<file path="src/rtl/csr_mailbox_pkg.sv">
package csr_mailbox_pkg;
  localparam int CMD_W = 4;

  localparam logic [CMD_W-1:0] CMD_NOP = 4'h0;
  localparam logic [CMD_W-1:0] CMD_WR  = 4'h1;
  localparam logic [CMD_W-1:0] CMD_RD  = 4'h2;

  localparam logic [1:0] SEL_CMD   = 2'd0;
  localparam logic [1:0] SEL_ADDR  = 2'd1;
  localparam logic [1:0] SEL_WDATA = 2'd2;
  localparam logic [1:0] SEL_RDATA = 2'd3;

  localparam int ST_BUSY = 8;
  localparam int ST_DONE = 9;
  localparam int ST_ERR  = 10;
  localparam int ST_OVR  = 11;

  typedef enum logic [1:0] {SQ_IDLE, SQ_REQ, SQ_WAIT} seq_state_t;

  typedef struct packed {
    logic nop;
    logic wr;
    logic rd;
    logic bad;
  } cmd_dec_t;
endpackage

</file>
<file path="src/rtl/mbx_cmd_decode.sv">
module mbx_cmd_decode
  import csr_mailbox_pkg::*;
(
  input  logic [CMD_W-1:0] code,
  output cmd_dec_t         dec
);
  always_comb begin
    dec.nop = (code == CMD_NOP);
    dec.wr  = (code == CMD_WR);
    dec.rd  = (code == CMD_RD);
    dec.bad = !(dec.nop || dec.wr || dec.rd);
  end
endmodule

</file>
<file path="src/rtl/mbx_host_regs.sv">
module mbx_host_regs
  import csr_mailbox_pkg::*;
#(
  parameter int ADDR_W = 26,
  parameter int DATA_W = 32
) (
  input  logic              clk,
  input  logic              rst_n,
  input  logic              host_we,
  input  logic [1:0]        host_sel,
  input  logic [DATA_W-1:0] host_wdata,
  input  logic              busy,
  input  logic              rd_capture,
  input  logic [DATA_W-1:0] rd_resp,
  input  logic [DATA_W-1:0] status_word,
  output logic [DATA_W-1:0] host_rdata,
  output logic [ADDR_W-3:0] addr_field,
  output logic [DATA_W-1:0] wdata
);
  localparam int FIELD_W = ADDR_W - 2;
  localparam int PAD_W   = DATA_W - ADDR_W;

  logic [FIELD_W-1:0] addr_q, addr_d;
  logic [DATA_W-1:0]  wdat_q, wdat_d;
  logic [DATA_W-1:0]  rdat_q, rdat_d;
  logic               load_en;

  assign load_en = host_we && !busy;

  always_comb begin
    addr_d = addr_q;
    wdat_d = wdat_q;
    rdat_d = rdat_q;
    if (load_en && host_sel == SEL_ADDR)  addr_d = host_wdata[ADDR_W-1:2];
    if (load_en && host_sel == SEL_WDATA) wdat_d = host_wdata;
    if (rd_capture)                       rdat_d = rd_resp;
  end

  always_ff @(posedge clk or negedge rst_n) begin
    if (!rst_n) begin
      addr_q <= '0;
      wdat_q <= '0;
      rdat_q <= '0;
    end else begin
      addr_q <= addr_d;
      wdat_q <= wdat_d;
      rdat_q <= rdat_d;
    end
  end

  always_comb begin
    unique case (host_sel)
      SEL_CMD:   host_rdata = status_word;
      SEL_ADDR:  host_rdata = {{PAD_W{1'b0}}, addr_q, 2'b00};
      SEL_WDATA: host_rdata = wdat_q;
      default:   host_rdata = rdat_q;
    endcase
  end

  assign addr_field = addr_q;
  assign wdata      = wdat_q;
endmodule

</file>
<file path="src/rtl/mbx_sequencer.sv">
module mbx_sequencer
  import csr_mailbox_pkg::*;
(
  input  logic             clk,
  input  logic             rst_n,
  input  logic             cmd_wr,
  input  logic [CMD_W-1:0] cmd_code,
  input  cmd_dec_t         dec,
  input  logic             int_ready,
  input  logic             int_rvalid,
  output logic             int_req,
  output logic             int_we,
  output logic             busy,
  output logic             done,
  output logic             err,
  output logic             ovr,
  output logic [CMD_W-1:0] last_code,
  output logic             rd_capture
);
  seq_state_t       st_q, st_d;
  logic             we_q, we_d;
  logic             done_q, done_d;
  logic             err_q, err_d;
  logic             ovr_q, ovr_d;
  logic [CMD_W-1:0] code_q, code_d;
  logic             accept, finish;

  assign accept = cmd_wr && (st_q == SQ_IDLE);
  assign finish = (st_q == SQ_WAIT) && int_rvalid;

  always_comb begin
    st_d   = st_q;
    we_d   = we_q;
    done_d = done_q;
    err_d  = err_q;
    ovr_d  = ovr_q;
    code_d = code_q;
    unique case (st_q)
      SQ_IDLE: if (accept && (dec.wr || dec.rd)) begin
        st_d = SQ_REQ;
        we_d = dec.wr;
      end
      SQ_REQ:  if (int_ready) st_d = SQ_WAIT;
      default: if (int_rvalid) st_d = SQ_IDLE;
    endcase
    if (accept) begin
      code_d = cmd_code;
      done_d = dec.nop || dec.bad;
      err_d  = dec.bad;
      ovr_d  = 1'b0;
    end
    if (cmd_wr && !accept) ovr_d = 1'b1;
    if (finish) done_d = 1'b1;
  end

  always_ff @(posedge clk or negedge rst_n) begin
    if (!rst_n) begin
      st_q   <= SQ_IDLE;
      we_q   <= 1'b0;
      done_q <= 1'b0;
      err_q  <= 1'b0;
      ovr_q  <= 1'b0;
      code_q <= '0;
    end else begin
      st_q   <= st_d;
      we_q   <= we_d;
      done_q <= done_d;
      err_q  <= err_d;
      ovr_q  <= ovr_d;
      code_q <= code_d;
    end
  end

  assign int_req    = (st_q == SQ_REQ);
  assign int_we     = we_q;
  assign busy       = (st_q != SQ_IDLE);
  assign done       = done_q;
  assign err        = err_q;
  assign ovr        = ovr_q;
  assign last_code  = code_q;
  assign rd_capture = finish && !we_q;
endmodule

</file>
<file path="src/rtl/csr_mailbox.sv">
module csr_mailbox
  import csr_mailbox_pkg::*;
#(
  parameter int ADDR_W = 26,
  parameter int DATA_W = 32
) (
  input  logic              clk,
  input  logic              rst_n,
  input  logic              host_we,
  input  logic [1:0]        host_sel,
  input  logic [DATA_W-1:0] host_wdata,
  output logic [DATA_W-1:0] host_rdata,
  output logic              int_req,
  output logic              int_we,
  output logic [ADDR_W-1:0] int_addr,
  output logic [DATA_W-1:0] int_wdata,
  input  logic              int_ready,
  input  logic              int_rvalid,
  input  logic [DATA_W-1:0] int_rdata
);
  localparam int FIELD_W = ADDR_W - 2;

  logic [1:0]         rst_sync;
  logic               rst_q_n;
  logic               cmd_wr;
  logic [CMD_W-1:0]   cmd_code;
  cmd_dec_t           dec;
  logic               busy, done, err, ovr, rd_capture;
  logic [CMD_W-1:0]   last_code;
  logic [DATA_W-1:0]  status_word;
  logic [FIELD_W-1:0] addr_field;

  always_ff @(posedge clk or negedge rst_n) begin
    if (!rst_n) rst_sync <= 2'b00;
    else        rst_sync <= {rst_sync[0], 1'b1};
  end
  assign rst_q_n = rst_sync[1];

  assign cmd_wr   = host_we && (host_sel == SEL_CMD);
  assign cmd_code = host_wdata[CMD_W-1:0];

  mbx_cmd_decode u_dec (.code(cmd_code), .dec(dec));

  mbx_sequencer u_seq (
    .clk(clk), .rst_n(rst_q_n), .cmd_wr(cmd_wr), .cmd_code(cmd_code), .dec(dec),
    .int_ready(int_ready), .int_rvalid(int_rvalid), .int_req(int_req), .int_we(int_we),
    .busy(busy), .done(done), .err(err), .ovr(ovr), .last_code(last_code),
    .rd_capture(rd_capture)
  );

  always_comb begin
    status_word           = '0;
    status_word[CMD_W-1:0] = last_code;
    status_word[ST_BUSY]  = busy;
    status_word[ST_DONE]  = done;
    status_word[ST_ERR]   = err;
    status_word[ST_OVR]   = ovr;
  end

  mbx_host_regs #(.ADDR_W(ADDR_W), .DATA_W(DATA_W)) u_regs (
    .clk(clk), .rst_n(rst_q_n), .host_we(host_we), .host_sel(host_sel),
    .host_wdata(host_wdata), .busy(busy), .rd_capture(rd_capture), .rd_resp(int_rdata),
    .status_word(status_word), .host_rdata(host_rdata), .addr_field(addr_field),
    .wdata(int_wdata)
  );

  assign int_addr = {addr_field, 2'b00};
endmodule

</file>
<file path="config.mk">
export PLATFORM = sky130hd
export DESIGN_NAME = csr_mailbox
export DESIGN_NICKNAME = d
export VERILOG_FILES = /design/src/rtl/csr_mailbox_pkg.sv /design/src/rtl/mbx_cmd_decode.sv /design/src/rtl/mbx_host_regs.sv /design/src/rtl/mbx_sequencer.sv /design/src/rtl/csr_mailbox.sv
export SDC_FILE = /design/constraint.sdc
export NUM_CORES = 1
export LEC_CHECK = 0
export BUFFER_PORTS_ARGS = -buffer_cell sky130_fd_sc_hd__buf_2
export CAP_MARGIN = 10
export CORE_MARGIN = 4
export CORE_UTILIZATION = 45
export CTS_CLUSTER_DIAMETER = 30
export DETAILED_ROUTE_END_ITERATION = 6
export GPL_ROUTABILITY_DRIVEN = 0
export GPL_TIMING_DRIVEN = 0
export HOLD_SLACK_MARGIN = 0.05
export PLACE_DENSITY = 0.76
export SYNTH_ARGS = -nofsm -noshare
export SYNTH_HDL_FRONTEND = slang
export SYNTH_SLANG_ARGS = --single-unit
</file>
<file path="constraint.sdc">
create_clock -name clk -period 3.3 [get_ports clk]
set_clock_uncertainty 0.2 [all_clocks]
set_input_delay 0.33 -clock clk [delete_from_list [all_inputs] [get_ports clk]]
set_output_delay 0.33 -clock clk [all_outputs]
set_load 0.01 [all_outputs]
</file>
* Yosys cells after proc, flatten, opt, wreduce, memory -nomap -nowiden *
Cells that the tools add are included.

operators by class
  equality and inequality tests = 8
  muxes and demuxes = 9
  reductions and logical operators = 26

operator list
  kind                                                    number
  case mux 32 bit (3 select lines)                        1
  logical AND 1 bit                                       9
  2-to-1 mux 2 bit                                        3
  nonzero test 2 bit                                      3
  equality test 2 x 1 -> 1 bit (second input constant)    2
  equality test 2 bit (second input constant)             2
  equality test 4 x 1 -> 1 bit (second input constant)    1
  equality test 4 x 2 -> 1 bit (second input constant)    1
  zero test 1 bit                                         4
  zero test 2 bit                                         2
  zero test 4 bit                                         1
  logical OR 1 bit                                        4
  2-to-1 mux 1 bit                                        4
  case mux 2 bit (2 select lines)                         1
  AND reduction 3 bit                                     1
  nonzero test 3 bit                                      1
  inequality test 2 x 1 -> 1 bit (second input constant)  1
  inequality test 2 bit (second input constant)           1
  AND reduction 2 bit                                     1

word-level totals
  flip-flop bits (word level) = 100
  input bits = 71
  output and inout bits = 92

* Depth between registers and ports, before layout *
  word-level depth = 7
  gate-level depth with buffers = 5

* Cells and area by module *
Synthesis repeated with hierarchy kept, for this count alone.

second synthesis, totals
  cell total of the unflattened synthesis = 283
  area total of the unflattened synthesis = 4820.9 um2

by module, submodules not included
  module          times used  cells each  area each (um2)
  mbx_host_regs   1           238         4272.8
  mbx_sequencer   1           34          429.2
  csr_mailbox     1           7           85.1
  mbx_cmd_decode  1           4           33.8

* Worst setup path before layout *
Ideal clock, no wire load.

  path type = input port to output port
  start = input port host_sel[1]
  end = output port host_rdata[13]
  arrival time = 1.427 ns
  required time = 2.770 ns
  setup slack = 1.343 ns
  stages = 4
  path buffers = 2
  cells stage by stage = buf_2 buf_1 mux2_2 a22o_1

on the way
  cells in the longest elaborated chain, start to end = 2

RTL lines
  what                                               line                 text
  start, declared                                    csr_mailbox.sv:10    input logic [1:0] host_sel,
  equality test 2 bit, or another cell as far along  mbx_host_regs.sv:52  unique case (host_sel)
  case mux 32 bit (3 select lines) (*)               mbx_host_regs.sv:52
  end, declared                                      csr_mailbox.sv:12    output logic [DATA_W-1:0] host_rdata,

Mark *: on every way between the ends. The rest lies on a longest branch, timed or not.

* Worst setup path after layout *
  start = input port host_sel[0]
  end = output port host_rdata[23]

Same word-level chain as after synthesis.

==> metrics.yaml <==
power_density_nw_per_um2: 546.2
final-hold-violation-count: 0
route.antenna.remaining_nets: 0
synth-edff-count: 0
clock_tree_from_tritoncts: "built"
relSlewSlack_pct: 48.41
worstSetupEndpointType: "output port"
path_max_fanout: 10
drive_above_1_share_pct: 56.72
clkLatencyLatePin_ps: 350
final.period_utilization_pct: 79.03
syn_area_per_cell_sq_um: 15.15
postRouteWirelength_mm: 12.57
power.ir.vdd_worst_mv: 0.3139
fin_hold_ws_ps: 77.72
run_status: "finished clean"
worstPathRequired_ps: 2770
ys_dominant_reg_cell: "sky130_fd_sc_hd__dfrtp_1"
filler_cell_count: 746
routed_wire_length_per_instance_um: 18.59
antenna-diode-count: 0
p_leak_nw: 3.198
die-width_um: 109
async_reset_ff_share_pct: 100.0
grt.overflow.total: 0
cts_root_buf: "sky130_fd_sc_hd__clkbuf_8"
grt_start_max_net_pins: 53
port-buffer-count: 160
unrepaired_setup_endpoints_after_global_routing: "no"
flop2flop_setup_slack_ps: 1200
placedCellCount: 598
yosysSeqAreaShare_pct: 54.51
core.rowCount: 36
clkSlewWorstSetupHoldPaths_ps: 90
synth_seq_cells: 100
antenna_found_initial: 0
ctsLongestPathBuffers: 2
grtUsageTotal_pct: 21.95
max_slew.worst_pin.slew_ps: 773.8
place_hpwl_mm: 8.555
synthCells: 303
drt-pass1-iter-count: 4
final.setup.tns_ps: 0
die_height_um: 109
grt_use_met1_pct: 27.20
clock.fmax_mhz: 383.4
post-cts-setup-buffer-count: 0
clock_sinks: 100
drc_errors: 0
detail_route.vias_per_cell: 5.118
use_met2_pct: 38.86
finalSetupViolations: 0
post_synth_num_cell_types: 34
maxCapViolCount: 0
area_delta_synth_final_pct: 39.74
yosys_warnings: 0
netlist_area_sq_um: 4591
drt_iter0_drc: 97
floorplan.initialDensity_pct: 46.54
worstHoldPathType: "primary input to async pin"
criticalPathCategory: "primary input to output port"
gr-usage-met3_pct: 5.210
design.core.area_sq_um: 9864
timing.critical_path.arrival_ps: 2080
io_pins: 163
design.die.area_sq_um: 11880
grt-busiest-layer: "met2"
setup.worst_path.start_class: "primary input"
first_global_vias: 3830
grt_pass1_wl_mm: 19.93
finalMaxSlewViolations: 0
finalWorstPathRequiredPeriod_ps: 2608
via_count: 3460
nets: 609
cts-htree-levels: 3
numCtsBuffers: 9
finish.cell_count_without_fillers: 676
-- synth_stat cells (all sizes together) (2+ instances only) --
master	n	area [sq um]
mux2	110	1314
dfrtp	100	2502
a22o	19	166.4
buf	16	113.9
mux2i	9	90.09
nor2b	8	50.05
mux4	6	135.1
a21oi	4	20.02
clkbuf	4	15.01
nor2	3	11.26
nor3b	3	33.78
o21ai	3	15.01
conb	2	7.510
inv	2	7.510
nand2	2	10.01
nand3	2	10.01
nand3b	2	27.53
-- power breakdown --
part	switching [mW]	internal, mW
Clock	0.422	0.375
Combinational	0.415	0.596
Sequential	0.191	1.51
Total	1.03	2.48
-- critical path: stages --
cell                       delay (ps)
sky130_fd_sc_hd__buf_2             90
sky130_fd_sc_hd__buf_2            310
sky130_fd_sc_hd__buf_2            390
sky130_fd_sc_hd__clkbuf_1         570
sky130_fd_sc_hd__a22o_1           240
sky130_fd_sc_hd__buf_2            140
-- logic make-up after synthesis --
kind of cell	count (synthesis)	share of synthesized area, %
xor+xnor	1	0.1908
other cells	2	0.1636
compound gates	31	5.233
mux	125	33.52
buf+inv	22	2.971
flops	100	54.51
simple gates	22	3.407
-- cells in the final DEF (no fill, tap or decap), types with 2 or more instances in the layout --
master | netlist | routed
sky130_fd_sc_hd__buf_2 | 7 | 167
sky130_fd_sc_hd__dfrtp_1 | 100 | 99
sky130_fd_sc_hd__mux2_2 | 87 | 87
sky130_fd_sc_hd__dlygate4sd3_1 | 0 | 62
sky130_fd_sc_hd__mux2_4 | 20 | 20
sky130_fd_sc_hd__a22o_1 | 19 | 19
sky130_fd_sc_hd__clkbuf_8 | 0 | 10
sky130_fd_sc_hd__mux2i_1 | 9 | 9
sky130_fd_sc_hd__nor2b_1 | 8 | 8
sky130_fd_sc_hd__mux4_2 | 6 | 6
sky130_fd_sc_hd__clkbuf_1 | 4 | 5
sky130_fd_sc_hd__buf_6 | 5 | 5
sky130_fd_sc_hd__a21oi_1 | 4 | 4
sky130_fd_sc_hd__nor2_1 | 3 | 3
sky130_fd_sc_hd__mux2_1 | 3 | 3
sky130_fd_sc_hd__conb_1 | 2 | 3
sky130_fd_sc_hd__buf_1 | 2 | 2
sky130_fd_sc_hd__nand3_1 | 2 | 2
sky130_fd_sc_hd__o21ai_0 | 2 | 2
sky130_fd_sc_hd__nor3b_1 | 2 | 2
sky130_fd_sc_hd__inv_1 | 2 | 2
sky130_fd_sc_hd__buf_4 | 2 | 2
-- final cells by class --
class	instances	area [sq um]	share of cell area, %
Clock inverter	5	60.06	0.9362
Multi-Input combinational cell	182	1956	30.49
Clock buffer	11	141.4	2.204
Tap cell	133	166.4	2.594
Inverter	2	7.507	0.1170
Buffer	20	128.9	2.009
Timing Repair Buffer	223	1449	22.59
Sequential cell	100	2506	39.07
-- flip-flops by register name, indices dropped and copies added, names as in the netlist --
signal             flops
u_seq.int_we           1
u_seq.last_code        4
rst_sync               2
u_seq.done             1
u_seq.err              1
u_regs.rdat_q         32
u_regs.wdata          32
u_seq.ovr              1
u_seq.st_q             2
u_regs.addr_field     24
-- layer usage --
| metal | part of all wire [%] | vias to the layer above | wire [um] |
|---|---|---|---|
| met2 | 52 | 114 | 6544 |
| met1 | 41 | 1760 | 5162 |
| li1 | - | 1573 | - |
| met5 | 0 | - | 0 |
| met3 | 5.9 | 13 | 739 |
| met4 | 0.98 | 0 | 123 |
-- per-stage QoR --
stage / utilization (%) / setup slack (ps) / instance area, sq um / power [mW]
floorplan: - / 108.2 / 4594 / 2.284
global placement: 56.38 / -957.0 / 5562 / 2.625
detailed placement: 56.70 / 660.5 / 5593 / 2.677
CTS: 65.03 / 666.5 / 6415 / 3.537
global route: 65.03 / 533.9 / 6415 / 3.714
finish: 65.03 / 692.0 / 6415 / 3.504
-- repair_timing --
item	CTS	global route
endpoints found under the hold margin	85	0
hold buffers	62	0
gates resized for setup	0	0
-- path summary, 6_finish.rpt --
| path | startpoint | to | cells after the start |
|---|---|---|---|
| worst min-delay path | rst_n | rst_sync[1]$_DFF_PN0_ | 2 |
| worst max-delay path | host_sel[0] | host_rdata[23] | 6 |
| worst max register to register | u_seq.st_q[0]$_DFFE_PN0P_ | u_regs.rdat_q[6]$_DFFE_PN0P_ | 4 |
| min in group clk | host_we | u_seq.ovr$_DFFE_PN0P_ | 3 |
| worst min register to register | rst_sync[0]$_DFF_PN0_ | rst_sync[1]$_DFF_PN0_ | 0 |
| max in group asynchronous | rst_sync[1]$_DFF_PN0_ | u_regs.rdat_q[5]$_DFFE_PN0P_ | 1 |
(Power assumes the default switching activity.)
